### src/rtl/tt_pkg.sv
package tt_pkg;
  localparam int FREQ_W   = 2;
  localparam int NUM_FREQ = 1 << FREQ_W;
  localparam int OP_W     = 2;
  localparam int CTRL_W   = OP_W + FREQ_W;

  typedef enum logic [OP_W-1:0] {
    OP_HOLD = 2'd0,
    OP_LOAD = 2'd1,
    OP_RUN  = 2'd2,
    OP_STOP = 2'd3
  } tmr_op_e;

  // offsets inside a channel window
  localparam logic [1:0] OFS_DIV   = 2'd0;
  localparam logic [1:0] OFS_CTRL  = 2'd1;
  localparam logic [1:0] OFS_COUNT = 2'd2;
  // offsets inside the global window
  localparam logic [1:0] GLB_MASK   = 2'd0;
  localparam logic [1:0] GLB_RAW    = 2'd1;
  localparam logic [1:0] GLB_MASKED = 2'd2;
  localparam logic [1:0] GLB_ACK    = 2'd3;
endpackage

### src/rtl/tt_prescaler.sv
module tt_prescaler
  import tt_pkg::*;
#(
  parameter int PS_SHIFT = 1
) (
  input  logic                clk,
  input  logic                rst,
  output logic [NUM_FREQ-1:0] tick_o
);
  localparam int PRE_W = PS_SHIFT * (NUM_FREQ - 1);

  logic [PRE_W-1:0] pre_q;

  always_ff @(posedge clk) begin
    if (rst) pre_q <= '0;
    else     pre_q <= pre_q + 1'b1;
  end

  for (genvar k = 0; k < NUM_FREQ; k++) begin : g_tap
    localparam logic [PRE_W-1:0] MSK = PRE_W'((64'd1 << (k * PS_SHIFT)) - 64'd1);
    assign tick_o[k] = ((pre_q & MSK) == '0);
  end

  // the fastest rate is enabled on every cycle
  assert_base_rate_R6: assert property (@(posedge clk) disable iff (rst) tick_o[0]);
endmodule

### src/rtl/tt_channel.sv
module tt_channel
  import tt_pkg::*;
#(
  parameter int CNT_W = 32
) (
  input  logic                clk,
  input  logic                rst,
  input  logic                div_wr_i,
  input  logic [CNT_W-1:0]    div_wdata_i,
  input  logic                ctrl_wr_i,
  input  logic [CTRL_W-1:0]   ctrl_wdata_i,
  input  logic [NUM_FREQ-1:0] tick_i,
  output logic [CNT_W-1:0]    div_o,
  output logic [CTRL_W-1:0]   ctrl_o,
  output logic [CNT_W-1:0]    count_o,
  output logic                evt_o
);
  tmr_op_e           op_q;
  logic [FREQ_W-1:0] freq_q;
  logic [CNT_W-1:0]  div_q;
  logic [CNT_W-1:0]  count_q;
  tmr_op_e           wr_op;
  logic              load_pulse;
  logic              running;
  logic              tick_sel;
  logic              at_end;

  assign wr_op      = tmr_op_e'(ctrl_wdata_i[OP_W-1:0]);
  assign load_pulse = ctrl_wr_i && (wr_op == OP_LOAD);
  assign running    = (op_q == OP_RUN);
  assign tick_sel   = tick_i[freq_q];
  assign at_end     = (count_q <= CNT_W'(1));
  assign evt_o      = !load_pulse && running && tick_sel && at_end;

  always_ff @(posedge clk) begin
    if (rst) begin
      div_q  <= '0;
      op_q   <= OP_HOLD;
      freq_q <= '0;
    end else begin
      if (div_wr_i) div_q <= div_wdata_i;
      if (ctrl_wr_i) begin
        op_q   <= wr_op;
        freq_q <= ctrl_wdata_i[CTRL_W-1:OP_W];
      end
    end
  end

  always_ff @(posedge clk) begin
    if (rst)                        count_q <= '0;
    else if (load_pulse)            count_q <= div_q;
    else if (running && tick_sel)   count_q <= at_end ? div_q : count_q - 1'b1;
  end

  assign div_o   = div_q;
  assign ctrl_o  = {freq_q, op_q};
  assign count_o = count_q;

  assert_load_copies_R2: assert property (@(posedge clk) disable iff (rst)
    load_pulse |=> (count_q == $past(div_q)));
  assert_step_down_R3: assert property (@(posedge clk) disable iff (rst)
    (running && tick_sel && !at_end && !load_pulse) |=> (count_q == $past(count_q) - 1'b1));
  assert_reload_R4: assert property (@(posedge clk) disable iff (rst)
    evt_o |=> (count_q == $past(div_q)));
  assert_hold_R5: assert property (@(posedge clk) disable iff (rst)
    (!running && !load_pulse) |=> $stable(count_q));
endmodule

### src/rtl/tt_irq.sv
module tt_irq #(
  parameter int NUM_TMR = 2
) (
  input  logic               clk,
  input  logic               rst,
  input  logic [NUM_TMR-1:0] evt_i,
  input  logic               mask_wr_i,
  input  logic               ack_wr_i,
  input  logic [NUM_TMR-1:0] wdata_i,
  output logic [NUM_TMR-1:0] raw_o,
  output logic [NUM_TMR-1:0] mask_o,
  output logic [NUM_TMR-1:0] masked_o,
  output logic               irq_o
);
  logic [NUM_TMR-1:0] raw_q;
  logic [NUM_TMR-1:0] mask_q;
  logic [NUM_TMR-1:0] clr;

  assign clr = ack_wr_i ? wdata_i : '0;

  always_ff @(posedge clk) begin
    if (rst) begin
      raw_q  <= '0;
      mask_q <= '0;
    end else begin
      raw_q <= (raw_q & ~clr) | evt_i;
      if (mask_wr_i) mask_q <= wdata_i;
    end
  end

  assign raw_o    = raw_q;
  assign mask_o   = mask_q;
  assign masked_o = raw_q & mask_q;
  assign irq_o    = |masked_o;

  assert_evt_sets_R7: assert property (@(posedge clk) disable iff (rst)
    (|evt_i) |=> ((raw_q & $past(evt_i)) == $past(evt_i)));
  assert_sticky_R7: assert property (@(posedge clk) disable iff (rst)
    !ack_wr_i |=> ((raw_q & $past(raw_q)) == $past(raw_q)));
  assert_ack_clears_R8: assert property (@(posedge clk) disable iff (rst)
    ack_wr_i |=> ((raw_q & $past(wdata_i & ~evt_i)) == '0));
endmodule

### src/rtl/tick_timer.sv
module tick_timer
  import tt_pkg::*;
#(
  parameter int NUM_TMR  = 2,
  parameter int CNT_W    = 32,
  parameter int DATA_W   = 32,
  parameter int ADDR_W   = 4,
  parameter int PS_SHIFT = 1
) (
  input  logic              clk,
  input  logic              rst,
  input  logic              wr_en_i,
  input  logic              rd_en_i,
  input  logic [ADDR_W-1:0] addr_i,
  input  logic [DATA_W-1:0] wdata_i,
  output logic [DATA_W-1:0] rdata_o,
  output logic              rd_valid_o,
  output logic              irq_o
);
  localparam int BLK_W = ADDR_W - 2;
  localparam logic [BLK_W-1:0] GLB_BLK = BLK_W'(NUM_TMR);

  logic [BLK_W-1:0]    blk;
  logic [1:0]          ofs;
  logic [NUM_FREQ-1:0] ticks;
  logic [NUM_TMR-1:0]  evt;
  logic [CNT_W-1:0]    div_a   [NUM_TMR];
  logic [CTRL_W-1:0]   ctrl_a  [NUM_TMR];
  logic [CNT_W-1:0]    count_a [NUM_TMR];
  logic [NUM_TMR-1:0]  raw, mask, masked;
  logic                glb_sel;
  logic [DATA_W-1:0]   rd_mux;

  assign blk     = addr_i[ADDR_W-1:2];
  assign ofs     = addr_i[1:0];
  assign glb_sel = (blk == GLB_BLK);

  tt_prescaler #(.PS_SHIFT(PS_SHIFT)) u_pre (
    .clk(clk), .rst(rst), .tick_o(ticks)
  );

  for (genvar g = 0; g < NUM_TMR; g++) begin : g_ch
    logic sel;
    assign sel = wr_en_i && (blk == BLK_W'(g));
    tt_channel #(.CNT_W(CNT_W)) u_ch (
      .clk          (clk),
      .rst          (rst),
      .div_wr_i     (sel && (ofs == OFS_DIV)),
      .div_wdata_i  (wdata_i[CNT_W-1:0]),
      .ctrl_wr_i    (sel && (ofs == OFS_CTRL)),
      .ctrl_wdata_i (wdata_i[CTRL_W-1:0]),
      .tick_i       (ticks),
      .div_o        (div_a[g]),
      .ctrl_o       (ctrl_a[g]),
      .count_o      (count_a[g]),
      .evt_o        (evt[g])
    );
  end

  tt_irq #(.NUM_TMR(NUM_TMR)) u_irq (
    .clk       (clk),
    .rst       (rst),
    .evt_i     (evt),
    .mask_wr_i (wr_en_i && glb_sel && (ofs == GLB_MASK)),
    .ack_wr_i  (wr_en_i && glb_sel && (ofs == GLB_ACK)),
    .wdata_i   (wdata_i[NUM_TMR-1:0]),
    .raw_o     (raw),
    .mask_o    (mask),
    .masked_o  (masked),
    .irq_o     (irq_o)
  );

  always_comb begin
    rd_mux = '0;
    for (int ch = 0; ch < NUM_TMR; ch++) begin
      if (blk == BLK_W'(ch)) begin
        case (ofs)
          OFS_DIV:   rd_mux = DATA_W'(div_a[ch]);
          OFS_CTRL:  rd_mux = DATA_W'(ctrl_a[ch]);
          OFS_COUNT: rd_mux = DATA_W'(count_a[ch]);
          default:   rd_mux = '0;
        endcase
      end
    end
    if (glb_sel) begin
      case (ofs)
        GLB_MASK:   rd_mux = DATA_W'(mask);
        GLB_RAW:    rd_mux = DATA_W'(raw);
        GLB_MASKED: rd_mux = DATA_W'(masked);
        default:    rd_mux = '0;
      endcase
    end
  end

  always_ff @(posedge clk) begin
    if (rst) begin
      rdata_o    <= '0;
      rd_valid_o <= 1'b0;
    end else begin
      rd_valid_o <= rd_en_i;
      if (rd_en_i) rdata_o <= rd_mux;
    end
  end

  assert_rd_valid_R10: assert property (@(posedge clk) disable iff (rst)
    rd_en_i |=> rd_valid_o);
  assert_no_stray_valid_R10: assert property (@(posedge clk) disable iff (rst)
    !rd_en_i |=> !rd_valid_o);
  assert_irq_follows_mask_R9: assert property (@(posedge clk) disable iff (rst)
    (evt[0] && mask[0] && !(wr_en_i && glb_sel && (ofs == GLB_MASK))) |=> irq_o);
endmodule

### config.mk
export PLATFORM = sky130hd
export DESIGN_NAME = tick_timer
export DESIGN_NICKNAME = d
export VERILOG_FILES = /design/src/rtl/tt_pkg.sv /design/src/rtl/tt_prescaler.sv /design/src/rtl/tt_channel.sv /design/src/rtl/tt_irq.sv /design/src/rtl/tick_timer.sv
export SDC_FILE = /design/constraint.sdc
export NUM_CORES = 1
export LEC_CHECK = 0
export CAP_MARGIN = 20
export CORE_ASPECT_RATIO = 0.5
export CORE_MARGIN = 3
export CORE_UTILIZATION = 62
export DETAILED_ROUTE_END_ITERATION = 6
export DONT_BUFFER_PORTS = 1
export GPL_TIMING_DRIVEN = 0
export PLACE_DENSITY = 0.79
export SLEW_MARGIN = 20
export SYNTH_ARGS = -nofsm -noshare
export SYNTH_HDL_FRONTEND = slang
export SYNTH_SLANG_ARGS = --single-unit
### constraint.sdc
create_clock -name clk -period 3.1 [get_ports clk]
set_input_delay 0.775 -clock clk [delete_from_list [all_inputs] [get_ports clk]]
set_output_delay 0.775 -clock clk [all_outputs]
set_load 0.02 [all_outputs]
==> metrics.csv, run 1 <==
metric,value,unit
outcome,"complete, but fails checks",
failing checks,negative setup slack,
CTS Buf Count,17,
max cap viols,0,
via count of the routed design,9770,
"Distinct cells, synth",71,
sw frac,33.37,%
average size of a mapped cell,7.932,µm²
sequential power share,41.4,%
Min-Delay Path Class,in2reg,
Syn Std Cell Area,0.009233,mm²
Die W,178.6,µm
setup TNS,-0.01503,ns
CP Launch Type,primary input,
"most common cell after layout, fill and taps aside",nand2_1,
cells after synthesis,1164,
Clock power frac,38.4,%
CP Data Arrival Time,3.44,ns
critical path type,in2reg,
Post-synth EDFFs,0,
largest net degree at the start of global routing,19,
DRT Pass-1 Iters,6,
die height,92.29,µm
GPL Wtd Cong,1.007,
Rows,30,
CTS tree,built,
Post-Route WL,34.94,mm
WL/cell,25.10,µm
sequential area share after synthesis,38.16,%
endpoints failing setup,1,
Initial Util,65.77,%
fin crit period,3.115,ns
Yosys warnings,0,
vias in the first global route,8573,
fmax,321.0,MHz
Final Max Slew Viols,0,
core area,0.01404,mm²
Layout area overhead,10.01,%
"Clk Latency, worst-skew pair",0.45,ns
detailed placement HPWL,26.12,mm
HP Start,wdata_i[26],
final-stage net count,1233,
crit-path max FO,10,
Residual DRC,0,
Fin Clk Skew,0.01407,ns
CP endpoint kind,flop,
Overall Power,5.795,mW
internal power,3.861,mW
all-layer global routing usage,41.65,%
H-tree lvl count,4,
worst reg2reg startpoint,g_ch[1].u_ch.count_o[14],
Longest Clk Path Bufs,2,
# hold bufs at CTS,0,
first-pass GRT wire length,51.42,mm
clock slew at reported path FFs,0.08,ns
initial antenna violation count,1,
RSZ-0062 raised after global routing,yes,
io pins,74,
fin util,72.35,%
logic gate share of total power,20.2,%
Critical Path Start,addr_i[1],
PD cells,570.5,mW/mm²
"Period Utilization, post-route",100.5,%
"Primary FF master, synth",dfxtp_1,
P_sw,1.934,mW
antenna cells,0,
Antenna Nets Post-Route,0,
relative slew slack,35.57,%
CTS Sinks,176,
synthesized flop and latch total,176,
post-synthesis async set-or-reset flop share,0,%
clk root buf,clkbuf_16,
"IR drop worst, VDD",0.0006709,V
initial drt markers,1851,
via density per instance,7.019,
layout cell share with drive strength beyond 1,7.083,%
syn nets,1210,
Worst EP required,3.43,ns
Slew @ Worst Pin,0.9665,ns
die area,0.01648,mm²
Final Worst Setup Slack,-0.01503,ns
most frequent cells in the layout,"nand2_1, dfxtp_1, a21oi_1",
IO Port Bufs,0,
final hold vios,0,
leakage,3.809,nW
GRT overflow,0,
## critical path, stage by stage
cell and delay [ns]:
clkbuf_1 0.29, buf_1 0.70, buf_1 0.76, mux2i_1 0.52
o221ai_1 0.21, o21ai_0 0.11, nor2_1 0.06
## synth_stat cells, types with 4 or more instances
library cell,number,share of area (%)
and3_1,5,0.34
a31oi_1,19,1.3
a211o_1,5,0.47
o2bb2ai_1,4,0.38
nand4_1,7,0.47
nor4b_1,4,0.38
o21ai_0,57,3.1
a22o_1,5,0.47
or4_1,15,1.2
mux4_2,7,1.7
mux2_2,13,1.6
nand2b_1,8,0.54
a211oi_1,6,0.49
nor2_1,95,3.9
inv_1,16,0.65
a22oi_1,19,1.5
nor4_1,22,1.5
buf_1,5,0.20
o41ai_1,4,0.38
o2111ai_1,5,0.47
ha_1,6,0.81
nor2b_1,16,1.1
a221o_1,4,0.43
nand3_1,33,1.8
nor3_1,35,1.9
and2_1,8,0.54
dfxtp_1,176,38
a221oi_1,7,0.66
clkbuf_1,72,2.9
or3_1,16,1.1
mux2i_1,59,6.4
a21oi_1,116,6.3
o31ai_1,4,0.33
o211ai_1,4,0.33
o221ai_1,22,2.1
nand2_1,202,8.2
o21ai_1,6,0.33
## power by group through the flow
stage,combinational [mW],clock [mW],sequential (mW)
after floorplan,0.777,0,2.41
after global placement,1.03,0,2.44
after detailed placement,1.05,0,2.44
after CTS,1.06,2.21,2.39
after global routing,1.24,2.30,2.40
final,1.17,2.22,2.40
## logic make-up after synthesis
kind of cell    count (synthesis)  share of synthesized area (%)
mux                            79                          9.690
simple gates                  487                          25.18
buf+inv                       100                          4.310
compound gates                315                          21.75
fa+ha+maj                       6                         0.8131
xor+xnor                        1                        0.09488
flops                         176                          38.16
## worst paths after layout
check	to	slack, ns	cells past startpoint
worst max-delay path	rdata_o[8]	-0.02	7
worst min-delay path	g_ch[1].u_ch.div_o[26]	0.45	2
worst max register to register	g_ch[1].u_ch.count_o[22]	0.13	9
worst min register to register	g_ch[0].u_ch.div_o[9]	0.48	2
## stage by stage
step                      instance area, µm²  setup slack (ns)  cells  hold WS [ns]
after global routing                   10160         -0.003987   1392        0.4495
final                                  10160          -0.01503   1392        0.4490
after CTS                              10070           0.02401   1388        0.4549
after detailed placement                9473           -0.5314   1356        0.4681
after global placement                  9473           -0.4839   1356        0.4609
after floorplan                         9233            0.4167   1164        0.4386
## cell type report
| class | instances | area [µm²] |
|---|---|---|
| multi-input combinational | 888 | 5364 |
| clock inverter | 14 | 160.2 |
| tap | 192 | 240.2 |
| clock buffer | 18 | 429.2 |
| buffer | 84 | 337.8 |
| fill | 1125 | 3881 |
| sequential | 176 | 3523 |
| inverter | 16 | 60.06 |
| timing repair buffer | 4 | 42.54 |
## flip-flops by register name, summed over array words and instances, names as in the netlist
name,flops
u_pre.pre_q,3
g_ch.u_ch.freq_q,4
rd_valid_o,1
u_irq.mask_o,2
u_irq.raw_o,2
g_ch.u_ch.op_q,4
g_ch.u_ch.count_o,64
g_ch.u_ch.div_o,64
rdata_o,32
## metal layers
metal  track usage (%)  part of all wire (%)
met3             14.50                    18
met4             10.82                   2.8
met2             56.96                    40
met5                 0                 0.034
met1             61.81                    40
## repair_timing
item / in CTS / in global routing
pin swaps: 0 / 2
setup buffers: 0 / 4
endpoints found under the setup margin: 4 / 47
gates resized for setup: 1 / 11
(Power assumes the default switching activity.)
==> run 2, diff against run 1 <==
Settings changed: CELL_PAD_IN_SITES_DETAIL_PLACEMENT set to 1, CELL_PAD_IN_SITES_GLOBAL_PLACEMENT set to 2, CORE_UTILIZATION 62 to 38, PLACE_DENSITY 0.79 to 0.8.
==> metrics.csv, run 2 (same netlist as run 1, synthesis figures left out) <==
metric,value,unit,change
Layout area overhead,12.85,%,
fin util,44.67,%,-28 points
leakage,3.879,nW,+1.8%
Rows,39,,+30%
Crit path buffers/inverters,3,,unchanged
CTS tree,built,,
clk root buf,clkbuf_16,,
worst reg2reg path endpoint,g_ch[1].u_ch.count_o[12],,
Critical Path Start,addr_i[1],,
Fin Clk Skew,0.008033,ns,-0.006036 ns
core area,0.02332,mm²,+66%
met1 usage,47.97,%,-14 points
sequential power share,38.9,%,-2.5 points
stages on the worst setup path,9,,+2
IO Port Bufs,0,,unchanged
CP Cell Sequence,clkbuf_1 -> nand4bb_1 -> clkbuf_1 -> nor3_2 -> nor2_1 -> clkbuf_1 -> o21ai_0 -> a22oi_1 -> a21oi_1,,
Slew @ Worst Pin,0.9159,ns,-0.05055 ns
CP endpoint kind,flop,,
# fillers,2823,,+150%
Initial Util,39.58,%,-26 points
critical path type,in2reg,,
initial drt markers,1160,,-37%
antenna cells,0,,unchanged
Setup WS pre-CTS,-0.6219,ns,-0.09052 ns
worst reg2reg startpoint,g_ch[1].u_ch.count_o[17],,
layout cell share with drive strength beyond 1,7.500,%,+0.42 points
Residual DRC,0,,unchanged
vias in the first global route,9107,,+6.2%
crit path to,g_ch[0].u_ch.count_o[7],,
fin crit period,2.920,ns,-0.1946 ns
via count of the routed design,9619,,-1.5%
RSZ-0062 raised after global routing,no,,
"most common cell after layout, fill and taps aside",nand2_1,,
Post-Route WL,40.65,mm,+16%
logic gate share of total power,19.5,%,-0.7 points
"Period Utilization, post-route",94.21,%,-6.3 points
CTS Sinks,176,,unchanged
CP Launch Type,primary input,,
cells on worst reg2reg path,8,,-1
die area,0.02632,mm²,+60%
Clock power frac,41.5,%,+3.1 points
max cap viols,0,,unchanged
reg2reg setup slack,0.18,ns,+0.05 ns
CP max-delay cell,clkbuf_1,,
Antenna Nets Post-Route,0,,unchanged
Die W,226.4,µm,+27%
H-tree lvl count,4,,unchanged
io pins,74,,unchanged
"IR drop worst, VDD",0.0003943,V,-41%
top cell family by delay on the critical path,buffers and inverters,,
# hold bufs at CTS,0,,unchanged
Longest Clk Path Bufs,2,,unchanged
all-layer global routing usage,31.12,%,-11 points
met3 global-route usage,5.048,%,-9.4 points
met2 Usage GRT,44.26,%,-13 points
first-pass GRT wire length,60.14,mm,+17%
final hold vios,0,,unchanged
outcome,"complete, no violations",,
initial antenna violation count,0,,-1
CP Data Arrival Time,3.23,ns,-0.21 ns
GRT overflow,0,,unchanged
"most used cell, CP",clkbuf_1,,
crit-path max FO,10,,unchanged
GPL Wtd Cong,0.9768,,-3.0%
relative slew slack,38.94,%,+3.4 points
endpoints failing setup,0,,-1
detailed placement HPWL,31.44,mm,+20%
fmax,342.4,MHz,+6.7%
WL/cell,26.98,µm,+7.5%
Worst path max stage delay,0.49,ns,-0.27 ns
Final Max Slew Viols,0,,unchanged
PD cells,592.8,mW/mm²,+3.9%
largest net degree at the start of global routing,17,,-2
via density per instance,6.383,,-9.1%
DRT Pass-1 Iters,6,,unchanged
CTS Buf Count,17,,unchanged
P_sw,1.909,mW,-1.3%
internal power,4.268,mW,+11%
Min-Delay Path Class,in2reg,,
Worst EP required,3.41,ns,-0.02 ns
"Clk Latency, worst-skew pair",0.46,ns,about the same
grt peak-use layer,met1,,
most frequent cells in the layout,"nand2_1, dfxtp_1, a21oi_1",,
final-stage net count,1234,,+0.081%
Final Worst Setup Slack,0.1796,ns,+0.1946 ns
sw frac,30.91,%,-2.5 points
die height,116.2,µm,+26%
clock slew at reported path FFs,0.07,ns,about the same
## run 2: changes by cell type in the layout (fill, tap and decap cells not counted), moves of 3 or more
cell,before,now
inv_6,4,0
clkbuf_2,0,3
bufinv_16,1,6
inv_8,5,0
nor4_2,4,1
nor4_4,2,5
## run 2: stage by stage
step           power, mW  cell area, µm²  TNS, ns  hold slack, ns  cells
6_report           6.177           10420        0          0.4465   1507
5_1_grt            6.363           10420        0          0.4363   1507
4_1_cts            6.079           10310        0          0.4316   1503
3_5_place_dp       3.558            9627   -17.88          0.4702   1472
3_3_place_gp       3.532            9617   -25.92          0.4667   1471
2_1_floorplan      3.192            9233        0          0.4386   1164
## run 2: cell type report
type	instances	area, µm²	area share (%)
Inverter	16	60.06	0.5764
Sequential cell	176	3523	33.82
Clock buffer	21	460.4	4.419
Tap cell	307	384.1	3.687
Timing Repair Buffer	6	40.04	0.3843
Multi-Input combinational cell	888	5405	51.88
Buffer	83	337.8	3.242
Clock inverter	10	207.7	1.994
## run 2: worst min path at each step
| stage | startpoint | endpoint | slack, ns | depth (start not counted) |
|---|---|---|---|---|
| after global routing | wdata_i[6] | g_ch[0].u_ch.div_o[6] | 0.44 | 2 |
| after CTS | wdata_i[22] | g_ch[0].u_ch.div_o[22] | 0.43 | 2 |
| after global placement | g_ch[0].u_ch.div_o[27] | g_ch[0].u_ch.div_o[27] | 0.47 | 2 |
| final | wdata_i[26] | g_ch[0].u_ch.div_o[26] | 0.45 | 2 |
| after detailed placement | g_ch[0].u_ch.div_o[29] | g_ch[0].u_ch.div_o[29] | 0.47 | 2 |
| after floorplan | u_pre.pre_q[0] | u_pre.pre_q[0] | 0.44 | 1 |
## run 2: routing by layer
layer / wire (µm) / vias to the layer above
met1: 20300 / 4886
met5: 0 / -
met4: 704 / 0
li1: - / 4310
met3: 3243 / 48
met2: 16410 / 375
## run 2: what timing repair did
action	4_1_cts	5_1_grt
buffers inserted	0	4
setup endpoints to repair	27	48
hold endpoints to repair	0	0
pin swaps	1	1
gates resized for setup	3	17
## run 2: worst register-to-register path: stages (launching register included)
cell and delay, ns:
dfxtp_1 0.42, or4_4 0.61, or4_1 0.50, buf_6 0.16, nor4_4 0.38, a21oi_1 0.22
nor2_2 0.21, buf_4 0.22, a22o_1 0.15
## run 2: power groups by stage
stage,clock [mW],combinational [mW],sequential (mW)
floorplan,0,0.777,2.41
global placement,0,1.08,2.45
detailed placement,0,1.11,2.45
CTS,2.57,1.11,2.40
global route,2.65,1.30,2.41
finish,2.57,1.21,2.41
==> run 3, diff against run 2 <==
Settings changed: CORE_UTILIZATION 38 to 34, PLACE_DENSITY 0.8 to 0.76.
Clock period 3.1 ns to 2.4 ns, I/O delays scaled along.
==> metrics.csv, run 3 (same netlist as run 1, synthesis figures left out) <==
metric,value,unit,change
CP endpoint kind,flop,,
Fin Clk Skew,0.01156,ns,+0.003524 ns
antenna cells,0,,unchanged
CP Cell Sequence,or4_4 -> or4_4 -> nor4_4 -> buf_4 -> or2_4 -> buf_6 -> a311o_1 -> a31oi_1,,
GPL Wtd Cong,0.9325,,-4.5%
clk root buf,clkbuf_16,,
WL/cell,26.95,µm,-0.11%
Min-Delay Path Class,in2reg,,
fin crit period,2.570,ns,
HP Start,wdata_i[26],,
layout cell share with drive strength beyond 1,18.90,%,+11 points
fin util,43.74,%,-0.93 points
"Period Utilization, post-route",107.1,%,
Post-Route WL,42.63,mm,+4.9%
stages on the worst setup path,8,,-1
die area,0.02929,mm²,+11%
initial drt markers,1147,,-1.1%
placed cell count,1509,,+2.5%
Initial Util,35.57,%,-4.0 points
final-stage net count,1271,,+3.0%
clock slew at reported path FFs,0.07,ns,about the same
most frequent cells in the layout,"nand2_1, dfxtp_1, a21oi_1",,
CP max-delay cell,or4_4,,
"most common cell after layout, fill and taps aside",nand2_1,,
Longest Clk Path Bufs,2,,unchanged
die height,122.5,µm,+5.4%
IO Port Bufs,0,,unchanged
top cell family by delay on the critical path,simple AND/OR/NAND/NOR gates,,
DRT Pass-1 Iters,6,,unchanged
detailed placement HPWL,31.70,mm,+0.81%
worst reg2reg path endpoint,g_ch[1].u_ch.count_o[27],,
Hold Crit Depth,2,,unchanged
dpl cell area,0.009697,mm²,+0.73%
via density per instance,6.249,,-2.1%
H-tree lvl count,4,,unchanged
CP Launch Type,flop,,
crit-path max FO,5,,-5
Final Worst Setup Slack,-0.1701,ns,-0.3497 ns
Slew @ Worst Pin,0.8916,ns,-0.02435 ns
Final Max Slew Viols,0,,unchanged
FF+latch area,0.003561,mm²,+1.1%
final instance area,0.01135,mm²,+9.0%
via count of the routed design,9886,,+2.8%
cells on worst reg2reg path,8,,unchanged
Layout area overhead,22.97,%,
Hold WS,0.2731,ns,-0.1735 ns
CP Data Arrival Time,2.89,ns,-0.34 ns
relative slew slack,40.56,%,+1.6 points
Overall Power,8.401,mW,+36%
max cap viols,0,,unchanged
fin cells,1582,,+5.0%
Crit path buffers/inverters,2,,-1
io pins,74,,unchanged
Rows,41,,+5.1%
Worst EP required,2.72,ns,-0.69 ns
first-pass GRT wire length,61.58,mm,+2.4%
failing checks,negative setup slack,,
endpoints failing setup,30,,+30
worst reg2reg startpoint,g_ch[1].u_ch.count_o[18],,
reg2reg setup slack,-0.17,ns,-0.35 ns
CTS Buf Count,17,,unchanged
initial antenna violation count,0,,unchanged
Critical Path Start,g_ch[1].u_ch.count_o[18],,
PD cells,739.9,mW/mm²,+25%
vias in the first global route,9311,,+2.2%
Residual DRC,0,,unchanged
crit path to,g_ch[1].u_ch.count_o[27],,
Antenna Nets Post-Route,0,,unchanged
CTS tree,built,,
RSZ-0062 raised after global routing,yes,,
CTS Sinks,176,,unchanged
fmax,389.1,MHz,
Worst path max stage delay,0.53,ns,+0.04 ns
Setup WS pre-CTS,-1.059,ns,-0.4374 ns
critical path type,reg2reg,,
GRT overflow,0,,unchanged
outcome,"complete, but fails checks",,
multi-input logic area,0.005864,mm²,+8.5%
"IR drop worst, VDD",0.0005413,V,+37%
all-layer global routing usage,28.67,%,-2.4 points
"most used cell, CP",or4_4,,
Die W,239.0,µm,+5.6%
# fillers,3079,,+9.1%
leakage,4.283,nW,+10%
final hold vios,0,,unchanged
core area,0.02596,mm²,+11%
"Clk Latency, worst-skew pair",0.46,ns,about the same
largest net degree at the start of global routing,17,,unchanged
setup TNS,-2.720,ns,-2.720 ns
## run 3: final cells by class
type / count / area share (%)
clock buffers: 20 / 4.111
repair buffers: 52 / 4.320
clock inverters: 12 / 1.179
well taps: 344 / 3.791
multi-input cells: 888 / 51.65
inverters: 16 / 0.5290
flip-flops and latches: 176 / 31.36
plain buffers: 74 / 3.053
## run 3: layer usage
metal | up-vias | GRT usage [%] | share of wire [%]
li1 | 4387 | - | -
met1 | 5025 | 43.56 | 49
met2 | 402 | 42.16 | 41
met3 | 72 | 4.535 | 7.7
met4 | 0 | 6.787 | 2.0
met5 | - | 0 | 0
## run 3: worst min path at each step
| stage | slack [ns] | endpoint |
|---|---|---|
| after floorplan | 0.44 | u_pre.pre_q[0] |
| after detailed placement | 0.47 | g_ch[1].u_ch.div_o[25] |
| after global placement | 0.46 | g_ch[1].u_ch.count_o[18] |
| final | 0.27 | g_ch[1].u_ch.div_o[26] |
| after CTS | 0.26 | g_ch[1].u_ch.div_o[2] |
| after global routing | 0.27 | g_ch[0].u_ch.div_o[20] |
## run 3: what timing repair did
item / CTS / global route
hold buffers: 0 / 0
gates cloned: 2 / 1
setup buffers: 35 / 13
resized for setup: 90 / 91
pin swaps: 26 / 35
setup endpoints to repair: 91 / 85
## run 3: report_power, final
group          total [mW]  internal, mW  switching, mW
clock                2.96          1.62           1.34
combinational        2.33          1.03           1.31
sequential           3.11          2.98          0.130
total                8.40          5.63           2.77
## run 3: worst register-to-register path, stage by stage, from the launching register on
cell     delay (ns)
dfxtp_4        0.36
or4_4          0.53
or4_4          0.50
nor4_4         0.31
buf_4          0.19
or2_4          0.14
buf_6          0.14
a311o_1        0.17
a31oi_1        0.09
